$ cat src/rtl/rdl_pkg.sv
package rdl_pkg;

   typedef enum logic [2:0] {
      SS_ONHOOK,
      SS_FRESH,
      SS_NEWNUM,
      SS_REDIAL,
      SS_LOCKED
   } sess_e;

   localparam int unsigned CODE_PAUSE = 12;
   localparam int unsigned CODE_P2T   = 13;
   localparam int unsigned CODE_TOP   = CODE_P2T;

endpackage

$ cat src/rtl/rdl_store.sv
module rdl_store #(
   parameter int unsigned DEPTH       = 32,
   parameter int unsigned CODE_W      = 4,
   parameter bit          RESET_STORE = 1'b1,
   localparam int unsigned LEN_W      = $clog2(DEPTH + 1)
) (
   input  logic              clk,
   input  logic              rst_n,
   input  logic              wr_en,
   input  logic [LEN_W-1:0]  wr_idx,
   input  logic [CODE_W-1:0] wr_code,
   input  logic [LEN_W-1:0]  rd_idx,
   output logic [CODE_W-1:0] rd_code
);

   localparam int unsigned FLAT_W = DEPTH * CODE_W;

   logic [FLAT_W-1:0] flat;

   for (genvar g = 0; g < DEPTH; g++) begin : g_ent
      logic [CODE_W-1:0] q;
      logic              hit;

      assign hit = wr_en && (wr_idx == LEN_W'(g));

      if (RESET_STORE) begin : g_rst
         always_ff @(posedge clk or negedge rst_n) begin
            if (!rst_n)   q <= '0;
            else if (hit) q <= wr_code;
         end
      end else begin : g_norst
         always_ff @(posedge clk) begin
            if (hit) q <= wr_code;
         end
      end

      assign flat[g*CODE_W +: CODE_W] = q;
   end

   always_comb begin
      rd_code = '0;
      for (int k = 0; k < DEPTH; k++) begin
         if (rd_idx == LEN_W'(k)) rd_code = flat[k*CODE_W +: CODE_W];
      end
   end

endmodule

$ cat src/rtl/rdl_replay.sv
module rdl_replay #(
   parameter int unsigned DEPTH  = 32,
   localparam int unsigned LEN_W = $clog2(DEPTH + 1)
) (
   input  logic             clk,
   input  logic             rst_n,
   input  logic             start,
   input  logic [LEN_W-1:0] first_idx,
   input  logic [LEN_W-1:0] stop_idx,
   input  logic             abort,
   input  logic             out_ready,
   output logic             busy,
   output logic [LEN_W-1:0] rd_idx
);

   logic [LEN_W-1:0] ptr_q;
   logic [LEN_W-1:0] stop_q;
   logic             busy_q;
   logic             last_beat;

   assign last_beat = (ptr_q + LEN_W'(1)) == stop_q;

   always_ff @(posedge clk or negedge rst_n) begin
      if (!rst_n) begin
         ptr_q  <= '0;
         stop_q <= '0;
         busy_q <= 1'b0;
      end else if (abort) begin
         busy_q <= 1'b0;
      end else if (start && !busy_q) begin
         ptr_q  <= first_idx;
         stop_q <= stop_idx;
         busy_q <= first_idx != stop_idx;
      end else if (busy_q && out_ready) begin
         ptr_q <= ptr_q + LEN_W'(1);
         if (last_beat) busy_q <= 1'b0;
      end
   end

   assign busy   = busy_q;
   assign rd_idx = ptr_q;

endmodule

$ cat src/rtl/rdl_session.sv
module rdl_session
   import rdl_pkg::*;
#(
   parameter int unsigned DEPTH  = 32,
   parameter int unsigned CODE_W = 4,
   localparam int unsigned LEN_W = $clog2(DEPTH + 1)
) (
   input  logic              clk,
   input  logic              rst_n,
   input  logic              hook_off,
   input  logic              dig_vld,
   input  logic [CODE_W-1:0] dig_code,
   input  logic              redial_key,
   input  logic              busy,
   output logic              wr_en,
   output logic [LEN_W-1:0]  wr_idx,
   output logic              start,
   output logic [LEN_W-1:0]  first_idx,
   output logic [LEN_W-1:0]  stop_idx,
   output logic [LEN_W-1:0]  len,
   output logic [LEN_W-1:0]  split,
   output logic              num_ok
);

   sess_e            st_q, st_n;
   logic [LEN_W-1:0] len_q, len_n;
   logic [LEN_W-1:0] split_q, split_n;
   logic             ok_q, ok_n;
   logic             pend_q, pend_n;
   logic             app_q, app_n;
   logic             take_dig;
   logic             take_key;
   logic             full;

   assign take_key = hook_off && !busy && redial_key;
   assign take_dig = hook_off && !busy && !redial_key && dig_vld
                     && (dig_code <= CODE_W'(CODE_TOP));
   assign full     = len_q == LEN_W'(DEPTH);

   always_comb begin
      st_n      = st_q;
      len_n     = len_q;
      split_n   = split_q;
      ok_n      = ok_q;
      pend_n    = pend_q;
      app_n     = app_q;
      wr_en     = 1'b0;
      wr_idx    = len_q;
      start     = 1'b0;
      first_idx = '0;
      stop_idx  = len_q;

      unique case (st_q)
         SS_ONHOOK: begin
            if (hook_off) begin
               st_n  = SS_FRESH;
               app_n = 1'b0;
            end
         end
         SS_FRESH: begin
            if (take_key && ok_q) begin
               start    = 1'b1;
               stop_idx = (split_q != '0) ? split_q : len_q;
               pend_n   = split_q != '0;
               st_n     = SS_REDIAL;
            end else if (take_dig) begin
               wr_en   = 1'b1;
               wr_idx  = '0;
               len_n   = LEN_W'(1);
               split_n = '0;
               ok_n    = 1'b1;
               st_n    = SS_NEWNUM;
            end
         end
         SS_NEWNUM: begin
            if (take_dig) begin
               if (full) begin
                  ok_n = 1'b0;
                  st_n = SS_LOCKED;
               end else begin
                  wr_en = 1'b1;
                  len_n = len_q + LEN_W'(1);
               end
            end
         end
         SS_REDIAL: begin
            if (take_key && pend_q) begin
               start     = 1'b1;
               first_idx = split_q;
               stop_idx  = len_q;
               pend_n    = 1'b0;
            end else if (take_dig) begin
               pend_n = 1'b0;
               if (full) begin
                  ok_n = 1'b0;
                  st_n = SS_LOCKED;
               end else begin
                  wr_en = 1'b1;
                  len_n = len_q + LEN_W'(1);
                  if (!app_q) begin
                     split_n = len_q;
                     app_n   = 1'b1;
                  end
               end
            end
         end
         SS_LOCKED: begin
         end
         default: st_n = SS_ONHOOK;
      endcase

      if (!hook_off) begin
         st_n   = SS_ONHOOK;
         pend_n = 1'b0;
      end
   end

   always_ff @(posedge clk or negedge rst_n) begin
      if (!rst_n) begin
         st_q    <= SS_ONHOOK;
         len_q   <= '0;
         split_q <= '0;
         ok_q    <= 1'b0;
         pend_q  <= 1'b0;
         app_q   <= 1'b0;
      end else begin
         st_q    <= st_n;
         len_q   <= len_n;
         split_q <= split_n;
         ok_q    <= ok_n;
         pend_q  <= pend_n;
         app_q   <= app_n;
      end
   end

   assign len    = len_q;
   assign split  = split_q;
   assign num_ok = ok_q;

endmodule

$ cat src/rtl/redial_buffer.sv
module redial_buffer #(
   parameter int unsigned DEPTH       = 32,
   parameter int unsigned CODE_W      = 4,
   parameter bit          RESET_STORE = 1'b1
) (
   input  logic              clk,
   input  logic              rst_n,
   input  logic              hook_off,
   input  logic              dig_vld,
   input  logic [CODE_W-1:0] dig_code,
   input  logic              redial_key,
   input  logic              rp_ready,
   output logic              rp_valid,
   output logic [CODE_W-1:0] rp_code
);

   localparam int unsigned LEN_W = $clog2(DEPTH + 1);

   if (DEPTH < 2) begin : g_bad_depth
      $error("redial_buffer: DEPTH must be at least 2");
   end
   if (CODE_W < 4) begin : g_bad_code
      $error("redial_buffer: CODE_W must be at least 4");
   end

   logic             wr_en_w;
   logic [LEN_W-1:0] wr_idx_w;
   logic             start_w;
   logic [LEN_W-1:0] first_w;
   logic [LEN_W-1:0] stop_w;
   logic [LEN_W-1:0] len_w;
   logic [LEN_W-1:0] split_w;
   logic             valid_w;
   logic             busy_w;
   logic [LEN_W-1:0] rd_idx_w;

   rdl_session #(
      .DEPTH  (DEPTH),
      .CODE_W (CODE_W)
   ) sess_i (
      .clk        (clk),
      .rst_n      (rst_n),
      .hook_off   (hook_off),
      .dig_vld    (dig_vld),
      .dig_code   (dig_code),
      .redial_key (redial_key),
      .busy       (busy_w),
      .wr_en      (wr_en_w),
      .wr_idx     (wr_idx_w),
      .start      (start_w),
      .first_idx  (first_w),
      .stop_idx   (stop_w),
      .len        (len_w),
      .split      (split_w),
      .num_ok     (valid_w)
   );

   rdl_store #(
      .DEPTH       (DEPTH),
      .CODE_W      (CODE_W),
      .RESET_STORE (RESET_STORE)
   ) store_i (
      .clk     (clk),
      .rst_n   (rst_n),
      .wr_en   (wr_en_w),
      .wr_idx  (wr_idx_w),
      .wr_code (dig_code),
      .rd_idx  (rd_idx_w),
      .rd_code (rp_code)
   );

   rdl_replay #(
      .DEPTH (DEPTH)
   ) play_i (
      .clk       (clk),
      .rst_n     (rst_n),
      .start     (start_w),
      .first_idx (first_w),
      .stop_idx  (stop_w),
      .abort     (!hook_off),
      .out_ready (rp_ready),
      .busy      (busy_w),
      .rd_idx    (rd_idx_w)
   );

   assign rp_valid = busy_w;

endmodule

$ cat config.mk
export PLATFORM = sky130hd
export DESIGN_NAME = redial_buffer
export DESIGN_NICKNAME = d
export VERILOG_FILES = /design/src/rtl/rdl_pkg.sv /design/src/rtl/rdl_store.sv /design/src/rtl/rdl_replay.sv /design/src/rtl/rdl_session.sv /design/src/rtl/redial_buffer.sv
export SDC_FILE = /design/constraint.sdc
export NUM_CORES = 1
export LEC_CHECK = 0
export ABC_AREA = 0
export BUFFER_PORTS_ARGS = -buffer_cell sky130_fd_sc_hd__buf_2
export CAP_MARGIN = 20
export CORE_AREA = 5 5 132 134
export DETAILED_ROUTE_END_ITERATION = 7
export DIE_AREA = 0 0 137 139
export GPL_TIMING_DRIVEN = 0
export PLACE_DENSITY = 0.81
export SLEW_MARGIN = 20
export SYNTH_ARGS = -nofsm -noshare
export SYNTH_HDL_FRONTEND = slang
export SYNTH_SLANG_ARGS = --single-unit
$ cat constraint.sdc
create_clock -name clk -period 3 [get_ports clk]
set_clock_uncertainty 0.2 [all_clocks]
set_input_delay 0.6 -clock clk [delete_from_list [all_inputs] [get_ports clk]]
set_output_delay 0.6 -clock clk [all_outputs]
set_load 0.005 [all_outputs]
## Word level (Yosys, flattened, before mapping)

Index checks and enable logic that the tools add are counted.

| word-level totals | value |
|---|---|
| output and inout port bits | 5 |
| register bits | 159 |
| memory bits (writable) | 0 |
| bits in read-only memories | 0 |
| bits of input ports | 10 |
| bits in latches | 0 |
| logic and storage cells | 278 |
| memories | 0 |

| operators by class | value |
|---|---|
| reductions and logical operators | 59 |
| bitwise logic cells | 0 |
| order comparisons | 1 |
| mux-type cells | 91 |
| multiply operators | 0 |
| add/subtract/negate cells | 2 |
| shift-type cells | 0 |
| eq/ne operators | 84 |
| div/mod/pow operators | 0 |

Operators with widths:

| operator | number |
|---|---|
| $eq 6x5->1 const B | 32 |
| $mux 4 | 32 |
| $mux 6 | 21 |
| $eq 6x4->1 const B | 16 |
| $eq 6x3->1 const B | 8 |
| $logic_and 1x1->1 | 41 |
| $eq 6x2->1 const B | 4 |
| $mux 1 | 24 |
| $mux 3 | 6 |
| $pmux 6 s3 | 1 |
| $pmux 3 s5 | 1 |
| $add 6x1->6 const B | 2 |
| $eq 6x1->1 const B | 2 |
| $logic_not 6->1 | 2 |
| $ne 2x2->1 const B | 6 |
| $pmux 6 s2 | 1 |
| $ne 3x1->1 const B | 3 |
| $ne 4x2->1 const B | 2 |
| $reduce_and 7->1 | 1 |
| $eq 3x2->1 const B | 2 |
| $eq 6x6->1 | 1 |
| $eq 6x6->1 const B | 1 |
| $ne 6x6->1 | 1 |
| $pmux 1 s2 | 3 |
| other kinds (16) | 24 |

## Depth between registers and ports, before layout

Gate-level depths: netlist of the first run.

| logic depth | value |
|---|---|
| depth after elaboration | 33 |
| depth in mapped cells | 10 |
| gate-level depth less buffers | 8 |

## Modules after synthesis

A second synthesis of the first run with hierarchy kept.

| second synthesis, totals | value |
|---|---|
| cells, all modules | 781 |
| area, all modules | 8,700.8 µm² |

Modules (own cells, without submodules):

| module | seq. area each (µm²) | cells each | times used | area an instance (µm²) |
|---|---|---|---|---|
| rdl_store | 3,203.1 | 555 | 1 | 6,551.3 |
| rdl_session | 450.4 | 142 | 1 | 1,301.2 |
| rdl_replay | 325.3 | 83 | 1 | 844.6 |
| redial_buffer | 0.0 | 1 | 1 | 3.8 |

## Worst setup path before layout of the first run

OpenSTA, ideal clock, no wires.

| path | value |
|---|---|
| kind | register to output |
| start | register play_i.ptr_q[1] (netlist: play_i.rd_idx[1]) |
| end | output port rp_code[1] |
| cell stages (with the launch flop) | 10 |
| required time | 2.200 ns |
| buffers on the path | 1 |
| arrival time | 2.230 ns |
| slack | -0.030 ns |
| cells stage by stage | dfrtp_1 -> inv_1 -> ha_1 -> or3b_2 -> buf_2 -> or4_1 -> o311ai_0 -> o2bb2ai_1 -> nand4_1 -> a32o_1 |

| between the ends | value |
|---|---|
| cells in the longest elaborated chain, start to end | 33 |
| elaborated cells on any way between the ends | 64 |
| those cells by class | eq/ne (31); mux (32); reduce/logical (1) |

RTL lines:

| element | RTL line | source |
|---|---|---|
| start: declaration | rdl_replay.sv:16 | `logic [LEN_W-1:0] ptr_q;` |
| start signal: assignment | rdl_replay.sv:31 | `ptr_q <= first_idx;` |
| start signal: assignment | rdl_replay.sv:35 | `ptr_q <= ptr_q + LEN_W'(1);` |
| $logic_not 6->1 | rdl_store.sv:43 | `if (rd_idx == LEN_W'(k)) rd_code = flat[k*CODE_W +: CODE_W];` |
| $mux 4 (31 in series) | rdl_store.sv:43 |  |
| $mux 4 (*) | rdl_store.sv:43 |  |
| end: declaration | redial_buffer.sv:14 | `output logic [CODE_W-1:0] rp_code` |

Every way passes the cells marked *; elsewhere a longest branch is shown, timed or not.

## Final worst setup path of the first run

Ends and elaborated chain as after synthesis.

==> impl_metrics.ini, run 1 <==
[status]
outcome = finished with violations
violations = negative setup slack

[synthesis]
muxShareOfSynthArea = 0.165
synth_compound_area_frac = 0.146
synth_edf_count = 0
synth_nets = 886
syn_area_sq_um = 8920
synthCells = 870
yosys_warnings = 0
synth-main-ff-cell = dfrtp_1
synth-simple-area-share = 0.184
synth-async-reset-ratio = 1.00
synth_top_family_by_area = simple AND/OR/NAND/NOR gates
synth_cell_types = 84
ys_ff_latch = 159
synth-xor-area-share = 0.0118
synth_fa_ha_area_frac = 0.00842
ys_seq_area_frac = 0.446
synth.avg_cell_area_sq_um = 10.3

[place]
place_hpwl_microns = 20400
portBuffers = 13
gp_congestion = 1.03
dp.cells = 1104

[floorplan]
core_area_sq_um = 16200
die_area_sq_um = 19000
start_util = 0.551
fp-row-count = 47
die_w_microns = 137
die_y_microns = 139
boundaryPins = 15

[final_layout]
drive_above_1_share = 0.348
final_cells = 1158
final_util = 0.656
fin_nets = 942
synthToLayoutAreaGrowth_pct = 18.9

[timing]
period_share = 1.24
tightest_slew_ns = 0.829
setup_ws_ns = -0.727
clock.fmax_ghz = 0.268
rsz0062_at_grt = true
setup_violations = 4
finalMaxSlewViolations = 0
finalCriticalPeriod_ns = 3.73
hold_violations = 0
slew-limit-headroom = 0.443

[grt]
antenna_found_initial = 0
grt_max_degree = 99
grt_pass1_vias = 8001
grt_pass1_wl_microns = 46300
track_usage = 0.319
grt-ovfl-total = 0

[critical_path]
max_stage_delay_ns = 0.45
worstPathArrival_ns = 2.93
path_buf_inv = 4
worst_setup_path_start_kind = flop
end_kind = primary output
critPathTopFamily = compound AO/OA/AOI/OAI gates
crit_fanout = 10
critPathSlowestCell = dfrtp_2
path_class = reg2out
cp.required_ns = 2.20
r2r_slack_ns = 0.17
path_cells = inv_4, ha_4, clkbuf_8, clkbuf_16, nor2_2, nor3_2, a2111oi_1, o21ai_0, a32o_2, buf_2

[clock_tree]
cts_made_buffers = 17
cts.sinks = 159
clockBufferDepth = 2
clk_pin_slew_worst_paths_ns = 0.07
root_buffer = clkbuf_16
cts_max_level = 4
clkLatencyLatePin_ns = 0.44
cts_tree = yes

[detailed_routing]
vias_per_cell = 6.89
first_iter_violations = 1347
drt_first_pass_iters = 6
ant_nets = 0
drc = 0
routed_wl_microns = 29700
routedWlPerCell_microns = 25.6
num_vias = 7974

[pwr]
ir_drop_mv = 0.749
p_leak_uw = 0.00457
powerDensity_nw_per_um2 = 698
total_power_uw = 7400

[hold_path]
hold_path.class = in2reg

[run]
drv_cap = 0
[worst reg2reg max path: cells and delay by family (launching register included)]
family / cells / cell delay (ns)
AND/OR/NAND/NOR: 4 / 1.32
flip-flops: 1 / 0.46
AO/OA/AOI/OAI: 1 / 0.32
multiplexers: 1 / 0.39
[cells in the final DEF (no fill, tap or decap), types with 6 or more instances in the layout]
cell type  netlist  routed
nor2b_1         11       8
buf_2           10      19
dfrtp_1        159     156
clkbuf_1        40      24
nor2_2           5      11
nor4_2           0       8
o21ai_0         35      30
nor4_1          14       6
nand4_1         11      11
nor2_1          62      51
clkbuf_16        0      21
nor2_4           3       8
a31oi_1          8       8
a222oi_1         6       6
xnor2_1          7       7
o22ai_1         11      11
nand3_1         24      23
buf_4            6      31
nand2b_1        11       8
o211ai_1         9       9
nor3_2           1       6
nor3_1          42      36
or3_1            9       8
inv_1           23      20
a21oi_1         22      21
nand2_1         59      56
mux2_2         129     128
[per-layer routing]
metal	global-route usage	routed length [microns]	vias to the layer above
li1	-	-	3369
met5	0	0	-
met3	0.0831	3120	132
met2	0.458	13100	581
met4	0.158	1670	0
met1	0.446	11800	3892
[where the power goes]
part	leakage, uW	internal, uW	total [uW]	switching (uW)
Clock	0.000249	1080	1990	918
Combinational	0.00215	1080	2850	1770
Sequential	0.00217	2340	2560	221
Total	0.00457	4490	7400	2910
[state kept, by name, summed over array words and instances, names as in the netlist]
name	flops
store_i.g_ent.q	128
play_i.rd_idx	6
play_i.stop_q	6
sess_i.len	6
sess_i.split	6
sess_i.st_q	3
play_i.busy	1
sess_i.app_q	1
sess_i.num_ok	1
sess_i.pend_q	1
[final cells by class]
cell class	count	area, sq um
clock buffer	19	443
timing repair buffer	43	335
clock inverter	11	83.8
fill	1231	5560
multi-input combinational	630	5030
tap	220	275
sequential	159	3980
inverter	23	95.1
antenna	1	2.50
buffer	52	364
[stage by stage]
stage | instance area [sq um] | worst slack [ns] | hold WS (ns) | setup TNS (ns)
after global placement | 9260 | -1.25 | 0.277 | -201.35
after CTS | 10500 | -0.630 | 0.288 | -2.48
after global routing | 10600 | -0.789 | 0.291 | -3.05
after floorplan | 8920 | -0.00969 | 0.104 | -0.00969
after detailed placement | 9300 | -1.18 | 0.289 | -5.77
final | 10600 | -0.727 | 0.292 | -2.79
[repair_timing]
item	4_1_cts	5_1_grt
gates cloned	2	0
hold buffers	1	0
endpoints found under the setup margin	8	9
pin swaps	18	12
buffers inserted	22	3
hold endpoints to repair	61	0
resized for setup	111	27
[synthesized netlist by cell type, drive strengths merged, types with 7 or more instances]
| master | count | area (sq um) |
|---|---|---|
| a211oi | 9 | 67.6 |
| buf | 18 | 110 |
| a221oi | 10 | 87.6 |
| nand2 | 59 | 221 |
| nor4 | 14 | 87.6 |
| nand4 | 11 | 68.8 |
| nand3 | 25 | 138 |
| o211ai | 9 | 67.6 |
| or3 | 10 | 67.6 |
| clkbuf | 40 | 150 |
| xnor2 | 7 | 61.3 |
| dfrtp | 159 | 3980 |
| nor3 | 43 | 220 |
| mux2 | 129 | 1450 |
| inv | 23 | 86.3 |
| a31oi | 9 | 71.3 |
| a2111oi | 8 | 76.3 |
| nor2 | 70 | 298 |
| nand2b | 11 | 68.8 |
| a21oi | 22 | 110 |
| nor2b | 11 | 68.8 |
| o22ai | 11 | 68.8 |
| and2 | 7 | 43.8 |
| o21ai | 36 | 184 |
[final timing paths]
check                                       start                      to  cells after the start
setup / recovery                 play_i.rd_idx[1]              rp_code[1]                     10
hold / removal                           hook_off          sess_i.st_q[2]                      2
setup reg to reg                      play_i.busy  store_i.g_ent[25].q[3]                      6
hold reg to reg            store_i.g_ent[24].q[0]  store_i.g_ent[24].q[0]                      1
max in group asynchronous                   rst_n  store_i.g_ent[10].q[1]                      3
min in group asynchronous                   rst_n        play_i.stop_q[2]                      2
[logic make-up (layout without fill, tap and decap cells)]
kind of cell    count (synthesis)  in the layout
buf+inv                        81            148
compound gates                179            179
other cells                     0              1
xor+xnor                       12             12
flops                         159            159
mux                           131            131
fa+ha+maj                       6              6
simple gates                  302            302
Note: power is estimated with default switching activity, not from simulation.
==> inputs of run 2 (changes only) <==
--- a/config.mk
+++ b/config.mk
@@ -8,11 +8,11 @@
 export ABC_AREA = 0
 export BUFFER_PORTS_ARGS = -buffer_cell sky130_fd_sc_hd__buf_2
 export CAP_MARGIN = 20
-export CORE_AREA = 5 5 132 134
+export CORE_AREA = 5 5 112 140
 export DETAILED_ROUTE_END_ITERATION = 7
-export DIE_AREA = 0 0 137 139
+export DIE_AREA = 0 0 117 145
 export GPL_TIMING_DRIVEN = 0
-export PLACE_DENSITY = 0.81
+export PLACE_DENSITY = 0.86
 export SLEW_MARGIN = 20
 export SYNTH_ARGS = -nofsm -noshare
 export SYNTH_HDL_FRONTEND = slang
==> constraint.sdc (replaced) <==
create_clock -name clk -period 4.1 [get_ports clk]
set_clock_uncertainty 0.2 [all_clocks]
set_input_delay 0.82 -clock clk [delete_from_list [all_inputs] [get_ports clk]]
set_output_delay 0.82 -clock clk [all_outputs]
set_load 0.005 [all_outputs]
==> run 2 against run 1 <==
- sequential power decreased by 27%
- design area decreased by 4.1%
- non-clock buffer count decreased by 19
- hold slack got worse by 0.17 ns
- sequential share of layout area increased by 1.6 points
- the run still ends with negative setup slack left
- utilization increased by 6.0 points
==> impl_metrics.ini, run 2 (synthesis results as in run 1) <==
[clock_tree]
postCtsHoldBufs = 0
cts_made_buffers = 17
cts.sinks = 159
root_buffer = clkbuf_16
clkLatencyLatePin_ns = 0.45
clockBufferDepth = 2
clk_pin_slew_worst_paths_ns = 0.06
cts_max_level = 4
cts_tree = yes

[floorplan]
fp-row-count = 49
boundaryPins = 15
die_w_microns = 117
start_util = 0.627
die_y_microns = 145
die_area_sq_um = 17000
core_area_sq_um = 14200

[detailed_routing]
drc = 0
num_vias = 8016
ant_nets = 0
first_iter_violations = 1309
drt_first_pass_iters = 8
routedWlPerCell_microns = 27.0
routed_wl_microns = 29600
vias_per_cell = 7.30

[critical_path]
worst_setup_path_start_kind = flop
cp.required_ns = 3.08
path_class = reg2out
crit_fanout = 10
worstPathArrival_ns = 3.09
end_kind = primary output

[grt]
track_usage = 0.353
grt_pass1_wl_microns = 45400
antenna_found_initial = 0
grt-ovfl-total = 0
grt_max_degree = 90
grt_pass1_vias = 8035

[place]
gp_congestion = 1.11
dp.cells = 1062
place_hpwl_microns = 21200
portBuffers = 13
place_ws_ns = -0.316

[final_layout]
drive_above_1_share = 0.301
fin_nets = 923
synthToLayoutAreaGrowth_pct = 14.1
largest_register_ffs = 128
seq_area_sq_um = 3980
final_cells = 1098
multi_input_area_sq_um = 4820
final_cell_mix = dfrtp_1 (156), mux2_2 (129), nand2_1 (56)
n_fill_cell = 1036
largest-register = store_i.g_ent.q
final_common_cell = dfrtp_1
antenna_cells = 0
final_util = 0.716

[pwr]
ir_drop_mv = 0.398
p_leak_uw = 0.00444
powerDensity_nw_per_um2 = 518

[timing]
slew-limit-headroom = 0.359
finalMaxSlewViolations = 0
clock.fmax_ghz = 0.243
finalCriticalPeriod_ns = 4.11
hold_violations = 0
tns_ns = -0.0104
period_share = 1.00
tightest_slew_ns = 0.962
setup_ws_ns = -0.00761
setup_violations = 2

[hold_path]
hold_path.class = in2async

[status]
violations = negative setup slack
outcome = finished with violations

[run]
drv_cap = 0
[run 2: through the flow]
stage | cell area, sq um | power [uW] | hold WS (ns)
finish | 10200 | 5270 | 0.121
global route | 10200 | 5430 | 0.180
CTS | 10000 | 5070 | 0.143
detailed placement | 9260 | 3410 | 0.289
global placement | 9210 | 3370 | 0.274
floorplan | 8920 | 2820 | 0.259
[run 2: repair_timing]
| action | 4_1_cts | 5_1_grt |
|---|---|---|
| gates resized for setup | 42 | 43 |
| pin swaps | 6 | 6 |
| buffers inserted | 4 | 4 |
| setup endpoints to repair | 4 | 4 |
| hold endpoints to repair | 0 | 0 |
[run 2: layout make-up]
class                           count  share of cell area
Tap cell                          178              0.0219
Buffer                             54              0.0290
Clock buffer                       20              0.0449
Sequential cell                   159               0.391
Multi-Input combinational cell    630               0.474
Inverter                           23             0.00885
Timing Repair Buffer               22              0.0172
Clock inverter                     12              0.0132
[run 2: power breakdown]
part           internal, uW  leakage, uW  switching (uW)
clock network           931     0.000287             677
registers              1710      0.00217             156
logic                   609      0.00198            1190
total                  3250      0.00444            2020
[run 2: critical path, cell delays in order (launching register included)]
cell and delay [ns]:
dfrtp_2 0.45, inv_1 0.13, ha_2 0.22, buf_6 0.18
nand3b_1 0.16, nor2_1 0.27, mux2_2 0.39, o31ai_1 0.40
o21a_1 0.19, a41oi_1 0.05, buf_2 0.19
[run 2: layer usage]
layer,global-route usage,up-vias,wire length [microns]
met2,0.540,589,13800
met4,0.229,0,2250
li1,-,3319,-
met3,0.0812,198,2860
met1,0.443,3910,10600
met5,0,-,0
[run 2: worst paths after layout]
check	startpoint	to	slack [ns]	depth (start not counted)
max in group asynchronous	rst_n	store_i.g_ent[7].q[1]	2.74	2
setup reg to reg	play_i.busy	store_i.g_ent[15].q[3]	1.22	6
hold reg to reg	store_i.g_ent[22].q[3]	store_i.g_ent[22].q[3]	0.31	1
hold / removal	rst_n	sess_i.st_q[2]	0.12	1
setup / recovery	play_i.rd_idx[1]	rp_code[3]	-0.008	10
min in group clk	store_i.g_ent[22].q[3]	store_i.g_ent[22].q[3]	0.31	1
